$ cat src/rtl/flash_seq_pkg.sv
package flash_seq_pkg;
  localparam int REG_AW = 3;
  localparam int DATA_W = 32;

  localparam logic [REG_AW-1:0] REG_CTRL   = 3'd0;
  localparam logic [REG_AW-1:0] REG_TIM0   = 3'd1;
  localparam logic [REG_AW-1:0] REG_TIM1   = 3'd2;
  localparam logic [REG_AW-1:0] REG_TIM2   = 3'd3;
  localparam logic [REG_AW-1:0] REG_ADDR   = 3'd4;
  localparam logic [REG_AW-1:0] REG_STAT   = 3'd5;
  localparam logic [REG_AW-1:0] REG_OPADDR = 3'd6;

  // command bits sit at control[OP_LO +: OP_N]
  localparam int OP_LO = 3;
  localparam int OP_N  = 5;
  typedef enum logic [2:0] {
    OP_MASS = 3'd0,
    OP_PAGE = 3'd1,
    OP_PROG = 3'd2,
    OP_REFC = 3'd3,
    OP_TRIM = 3'd4
  } op_idx_e;

  localparam int HOLD_W  = 16;
  localparam int WS_W    = 6;
  localparam int ERASE_W = 24;
  localparam int PROG_W  = 16;
  localparam int H100_W  = 8;
  localparam int T10_W   = 4;
  localparam int DUR_W   = ERASE_W + 1;
  localparam int PAGE_BITS = 12;

  typedef struct packed {
    logic [HOLD_W-1:0]  hold;
    logic [WS_W-1:0]    ws;
    logic [ERASE_W-1:0] erase;
    logic [PROG_W-1:0]  prog;
    logic [H100_W-1:0]  h100;
    logic [T10_W-1:0]   t10;
  } timing_t;
endpackage

$ cat src/rtl/flash_seq_regs.sv
module flash_seq_regs
  import flash_seq_pkg::*;
(
  input  logic              clk,
  input  logic              rst_n,
  input  logic              we,
  input  logic [REG_AW-1:0] waddr,
  input  logic [DATA_W-1:0] wdata,
  output timing_t           tim,
  output logic [DATA_W-1:0] addr_q
);
  always_ff @(posedge clk) begin
    if (!rst_n) begin
      tim    <= '0;
      addr_q <= '0;
    end else if (we) begin
      unique case (waddr)
        REG_TIM0: begin
          tim.hold <= wdata[16 +: HOLD_W];
          tim.ws   <= wdata[0 +: WS_W];
        end
        REG_TIM1: tim.erase <= wdata[0 +: ERASE_W];
        REG_TIM2: begin
          tim.prog <= wdata[0 +: PROG_W];
          tim.h100 <= wdata[16 +: H100_W];
          tim.t10  <= wdata[24 +: T10_W];
        end
        REG_ADDR: addr_q <= wdata;
        default: ;
      endcase
    end
  end
endmodule

$ cat src/rtl/flash_seq_decode.sv
module flash_seq_decode
  import flash_seq_pkg::*;
(
  input  logic               cmd,
  input  logic [OP_N-1:0]    ops,
  input  logic [HOLD_W-1:0]  hold,
  input  logic [ERASE_W-1:0] erase,
  input  logic [PROG_W-1:0]  prog,
  input  logic [H100_W-1:0]  h100,
  input  logic [T10_W-1:0]   t10,
  output logic               start,
  output logic               reject,
  output logic [DUR_W-1:0]   dur
);
  logic [2:0]       n_set;
  logic [DUR_W-1:0] main_c, tail_c, sum_c;

  always_comb begin
    n_set = '0;
    for (int i = 0; i < OP_N; i++) n_set = n_set + {2'b0, ops[i]};
  end

  assign start  = cmd && (n_set == 3'd1);
  assign reject = cmd && (n_set > 3'd1);

  always_comb begin
    main_c = '0;
    tail_c = '0;
    if (ops[OP_MASS] || ops[OP_PAGE] || ops[OP_REFC]) begin
      main_c = DUR_W'(erase);
      tail_c = DUR_W'(hold);
    end else if (ops[OP_PROG]) begin
      main_c = DUR_W'(prog);
      tail_c = DUR_W'(hold);
    end else if (ops[OP_TRIM]) begin
      main_c = DUR_W'(h100);
      tail_c = DUR_W'(t10);
    end
    sum_c = main_c + tail_c;
    dur   = (sum_c == '0) ? DUR_W'(1) : sum_c;
  end
endmodule

$ cat src/rtl/flash_seq_timer.sv
module flash_seq_timer #(
  parameter int W = 25
) (
  input  logic         clk,
  input  logic         rst_n,
  input  logic         load,
  input  logic [W-1:0] load_val,
  output logic         busy,
  output logic         last
);
  logic [W-1:0] cnt_q;

  always_ff @(posedge clk) begin
    if (!rst_n)              cnt_q <= '0;
    else if (load)           cnt_q <= load_val;
    else if (cnt_q != '0)    cnt_q <= cnt_q - W'(1);
  end

  assign busy = (cnt_q != '0);
  assign last = (cnt_q == W'(1));
endmodule

$ cat src/rtl/flash_seq.sv
module flash_seq
  import flash_seq_pkg::*;
(
  input  logic              clk,
  input  logic              rst_n,
  input  logic              wr_en,
  input  logic [2:0]        wr_addr,
  input  logic [31:0]       wr_data,
  input  logic [2:0]        rd_addr,
  output logic [31:0]       rd_data,
  input  logic              brownout,
  input  logic              discharged,
  output logic              busy,
  output logic [5:0]        read_wait
);
  timing_t           tim;
  logic [DATA_W-1:0] addr_q, op_addr_q;
  logic [OP_N-1:0]   op_q;
  logic              err_q, start, reject, last, cmd;
  logic [DUR_W-1:0]  dur;

  flash_seq_regs u_regs (
    .clk(clk), .rst_n(rst_n), .we(wr_en), .waddr(wr_addr),
    .wdata(wr_data), .tim(tim), .addr_q(addr_q)
  );

  assign cmd = wr_en && (wr_addr == REG_CTRL) && !busy;

  flash_seq_decode u_dec (
    .cmd(cmd), .ops(wr_data[OP_LO +: OP_N]),
    .hold(tim.hold), .erase(tim.erase), .prog(tim.prog),
    .h100(tim.h100), .t10(tim.t10),
    .start(start), .reject(reject), .dur(dur)
  );

  flash_seq_timer #(.W(DUR_W)) u_tmr (
    .clk(clk), .rst_n(rst_n), .load(start), .load_val(dur),
    .busy(busy), .last(last)
  );

  always_ff @(posedge clk) begin
    if (!rst_n) begin
      op_q      <= '0;
      op_addr_q <= '0;
      err_q     <= 1'b0;
    end else begin
      if (start) begin
        op_q <= wr_data[OP_LO +: OP_N];
        if (wr_data[OP_LO + OP_PAGE])
          op_addr_q <= {addr_q[DATA_W-1:PAGE_BITS], {PAGE_BITS{1'b0}}};
      end else if (last) begin
        op_q <= '0;
      end
      if (reject)
        err_q <= 1'b1;
      else if (wr_en && wr_addr == REG_STAT && wr_data[1])
        err_q <= 1'b0;
    end
  end

  assign read_wait = tim.ws;

  always_comb begin
    rd_data = '0;
    unique case (rd_addr)
      REG_CTRL:   rd_data[OP_LO +: OP_N] = op_q;
      REG_TIM0:   rd_data = {tim.hold, 10'b0, tim.ws};
      REG_TIM1:   rd_data = {8'b0, tim.erase};
      REG_TIM2:   rd_data = {4'b0, tim.t10, tim.h100, tim.prog};
      REG_ADDR:   rd_data = addr_q;
      REG_STAT:   rd_data = {27'b0, brownout, discharged, 1'b0, err_q, busy};
      REG_OPADDR: rd_data = op_addr_q;
      default:    rd_data = '0;
    endcase
  end
endmodule

$ cat config.mk
export PLATFORM = sky130hd
export DESIGN_NAME = flash_seq
export DESIGN_NICKNAME = d
export VERILOG_FILES = /design/src/rtl/flash_seq_pkg.sv /design/src/rtl/flash_seq_regs.sv /design/src/rtl/flash_seq_decode.sv /design/src/rtl/flash_seq_timer.sv /design/src/rtl/flash_seq.sv
export SDC_FILE = /design/constraint.sdc
export NUM_CORES = 1
export LEC_CHECK = 0
export ABC_AREA = 1
export BUFFER_PORTS_ARGS = -buffer_cell sky130_fd_sc_hd__buf_2
export CORE_UTILIZATION = 30
export DETAILED_ROUTE_END_ITERATION = 10
export GPL_TIMING_DRIVEN = 1
export MAX_ROUTING_LAYER = met4
export PLACE_DENSITY = 0.46
export SYNTH_ARGS = -nofsm -noshare
export SYNTH_HDL_FRONTEND = slang
export SYNTH_SLANG_ARGS = --single-unit
export TNS_END_PERCENT = 10
$ cat constraint.sdc
create_clock -name clk -period 6.5 [get_ports clk]
set_input_delay 0.65 -clock clk [delete_from_list [all_inputs] [get_ports clk]]
set_output_delay 0.65 -clock clk [all_outputs]
set_load 0.01 [all_outputs]
==> reports/qor.csv <==
stage;metric;value;unit
floorplanning;start_util;0.305;
timing;finalClockSkew;0.0163;ns
timing;max_freq;223;MHz
global_route;grt_max_degree;119;
synth;yosysSeqAreaShare;0.347;
placement;gp_congestion;0.927;
synth;synthCells;1373;
synth;synth_top_cell_area_share;0.347;
setup_path;critical_path_arrival;4.84;ns
final_layout;nNetsFinal;1484;
placement;hpwl;23800;µm
setup_path;crit_fanout;28;
hold_path;min_path_type;input port to flop;
run;cap_violations;0;
floorplanning;die_y;176;µm
clock_network;cts_num_sinks;157;
final_layout;area.growth.synth_to_final;14.5;%
global_route;antenna_found_initial;1;
synth;synth_warnings;0;
timing;whs;0.434;ns
pwr;vdd_drop_max;128;µV
routing;drtIter0Drc;527;
placement;port_buffers;81;
synth;synth_area_leaders;dfxtp_1 (35%), nand2_1 (12%), nor2_1 (7.7%), inv_1 (7.5%), o21ai_0 (7.3%);
clock_network;ctsHoldBuffers;0;
synth;synth_area_per_cell;6.59;µm²
setup_path;startpoint;wr_data[4];
setup_path;endpoint_kind;flop;
routing;m1WireLength;15000;µm
synth;yosysTopAreaCell;dfxtp_1;
setup_path;critPathCapture;u_tmr.cnt_q[0];
clock_network;worstSkewPairLatency;0.45;ns
setup_path;r2r.worst_path.cells;10;
timing;tns;0;ns
synth;synthArstFlopShare;0;
global_route;grt.overflow.total;0;
timing;grt_setup_unrepaired;no;
timing;slew_headroom;0.282;
synth;synthFlopType;dfxtp_1;
setup_path;critPathKind;input port to flop;
floorplanning;core_area;0.0296;mm²
timing;fin_crit_sh;0.689;
routing;vias;9086;
setup_path;start_kind;input port;
synth;ys_seq_elements;157;
clock_network;cts_tree;built;
clock_network;post_cts_resized;0;
synth;synth_cell_types;46;
routing;ant_nets;0;
clock_network;cts_made_buffers;17;
floorplanning;die_x;176;µm
routing;route.met2.wl;15200;µm
routing;viasPerCell;4.99;
clock_network;h-tree-depth;4;
floorplanning;pin_count;82;
setup_path;r2r-end;op_addr_q[18];
final_layout;drive_gt1_frac;0.104;
synth;netlist_area;0.00905;mm²
routing;drt_pass1_iterations;5;
floorplanning;die_area;0.0309;mm²
clock_network;cts_setup_buffers;0;
routing;wl_per_cell;17.7;µm
timing;report.final.slew_viol_count;0;
clock_network;clk_pin_slew;0.08;ns
pwr;power_density;278;mW/mm²
clock_network;cts.path.max_buffers;2;
routing;drc;0;
setup_path;crit_required;6.86;ns
timing;min_period;4.48;ns
setup_path;r2r_start;u_tmr.cnt_q[0];
pwr;p_leak;4.66;nW
outcome;status;finished, final reports clean;
timing;finalSetupViolations;0;
routing;wl_met3;1310;µm
global_route;grt_first_pass_wirelength;50700;µm
routing;drt_wl_total;32300;µm
timing;hold_violations;0;
floorplanning;rows;63;
setup_path;r2r_slack;3.23;ns
timing;tightest_slew;1.08;ns
routing;top_layer;met4;
clock_network;cts_root_buffer;clkbuf_16;
global_route;grtUsageTotal;0.221;
synth;synth_edf_count;0;
hold_path;hold_start;wr_data[30];
synth;synth.net_count;1440;
global_route;grt_pass1_vias;8846;
[critical path, cell delays in order]
cell and delay (ns):
buf_2 0.12, inv_1 0.24, ha_1 0.22, nand2_2 0.32, nor2_1 0.27, inv_1 0.23, nor2_1 0.30, nand2_1 0.08
o21ai_0 0.13, ha_1 0.30, inv_1 0.07, fa_1 0.42, nor2_1 0.18, nor2_1 0.09, nor2_1 0.24, nand3_1 0.15
nand3_1 0.11, nand2_1 0.05, nand2_1 0.12, nand2_1 0.07, nor2_1 0.09, nand3_1 0.08, o21ai_1 0.12, nand2_1 0.07
a21oi_1 0.11
[power by group]
part | total (W) | switching, W | internal [W] | leakage [nW]
clock | 0.00104 | 0.000516 | 0.000525 | 0.294
combinational | 0.000727 | 0.000471 | 0.000255 | 3.09
sequential | 0.00111 | 0.0000756 | 0.00104 | 1.28
[cells in the mapped netlist (3+ instances only)]
library cell / instances
a2111oi_1: 4
a2111oi_2: 3
a21oi_1: 113
a221o_1: 4
a221oi_1: 10
a22oi_1: 11
buf_2: 3
buf_4: 7
buf_6: 4
clkbuf_1: 50
dfxtp_1: 157
fa_1: 3
ha_1: 21
inv_1: 181
nand2_1: 286
nand2_2: 3
nand3_1: 54
nand3b_1: 8
nand4_1: 18
nor2_1: 185
nor2_4: 3
nor3_1: 17
nor4_2: 3
o2111ai_1: 10
o211ai_1: 16
o21ai_0: 132
o21ai_1: 21
o22ai_1: 3
xnor2_1: 8
xor2_1: 12
[cell usage in the layout (no fill, tap or decap), drive strengths merged, types with 21 or more instances in the layout]
| master | Yosys | final |
|---|---|---|
| o21ai | 153 | 153 |
| ha | 21 | 21 |
| dfxtp | 157 | 157 |
| nand3 | 55 | 55 |
| a21oi | 113 | 113 |
| buf | 16 | 92 |
| nand2 | 289 | 289 |
| inv | 183 | 190 |
| nor2 | 188 | 188 |
[area by class of cell]
class                      count  area [µm²]
clock buffer                  17         425
antenna                        1        2.50
fill                        3376       19300
clock inverter                15         188
timing repair buffer          92         490
sequential                   157        3140
inverter                     185         694
multi-input combinational    964        4920
tap                          390         488
[routing by layer]
metal  global-route usage  vias up
met1                0.280     4239
met3               0.0364       33
met4               0.0743        0
met5                    -        -
li1                     -     4604
met2                0.354      210
[logic make-up (layout without fill, tap and decap cells)]
kind of cell	after synthesis	after routing	share of synthesized area
compound gates	335	335	0.213
xor+xnor	20	20	0.0194
fa+ha+maj	24	24	0.0357
buf+inv	252	309	0.111
flops	157	157	0.347
other cells	0	1	0
simple gates	585	585	0.273
[metrics by stage]
step | instances | setup slack (ns) | power [W] | util | instance area [µm²]
after floorplan | 1373 | 2.78 | 0.00166 | - | 9050
after global placement | 1788 | 1.68 | 0.00186 | 0.329 | 9740
after detailed placement | 1788 | 1.66 | 0.00186 | 0.329 | 9740
after CTS | 1820 | 2.09 | 0.00291 | 0.349 | 10400
after global routing | 1821 | 1.60 | 0.00306 | 0.349 | 10400
final | 1821 | 2.02 | 0.00288 | 0.349 | 10400
[registers in the layout (all words and copies together) (netlist names)]
signal / flops
op_q: 5
u_regs.addr_q: 32
err_q: 1
u_regs.tim: 74
op_addr_q: 20
u_tmr.cnt_q: 25
[worst min path at each step]
stage                           endpoint  slack [ns]  cells past startpoint
after detailed placement         op_q[1]        0.46                      2
after floorplan           u_regs.tim[25]        0.44                      2
after global placement           op_q[2]        0.45                      2
final                     u_regs.tim[72]        0.43                      3
after global routing      u_regs.tim[71]        0.45                      3
after CTS                 u_regs.tim[72]        0.43                      3
No activity file was read; power rests on OpenSTA's default activity.
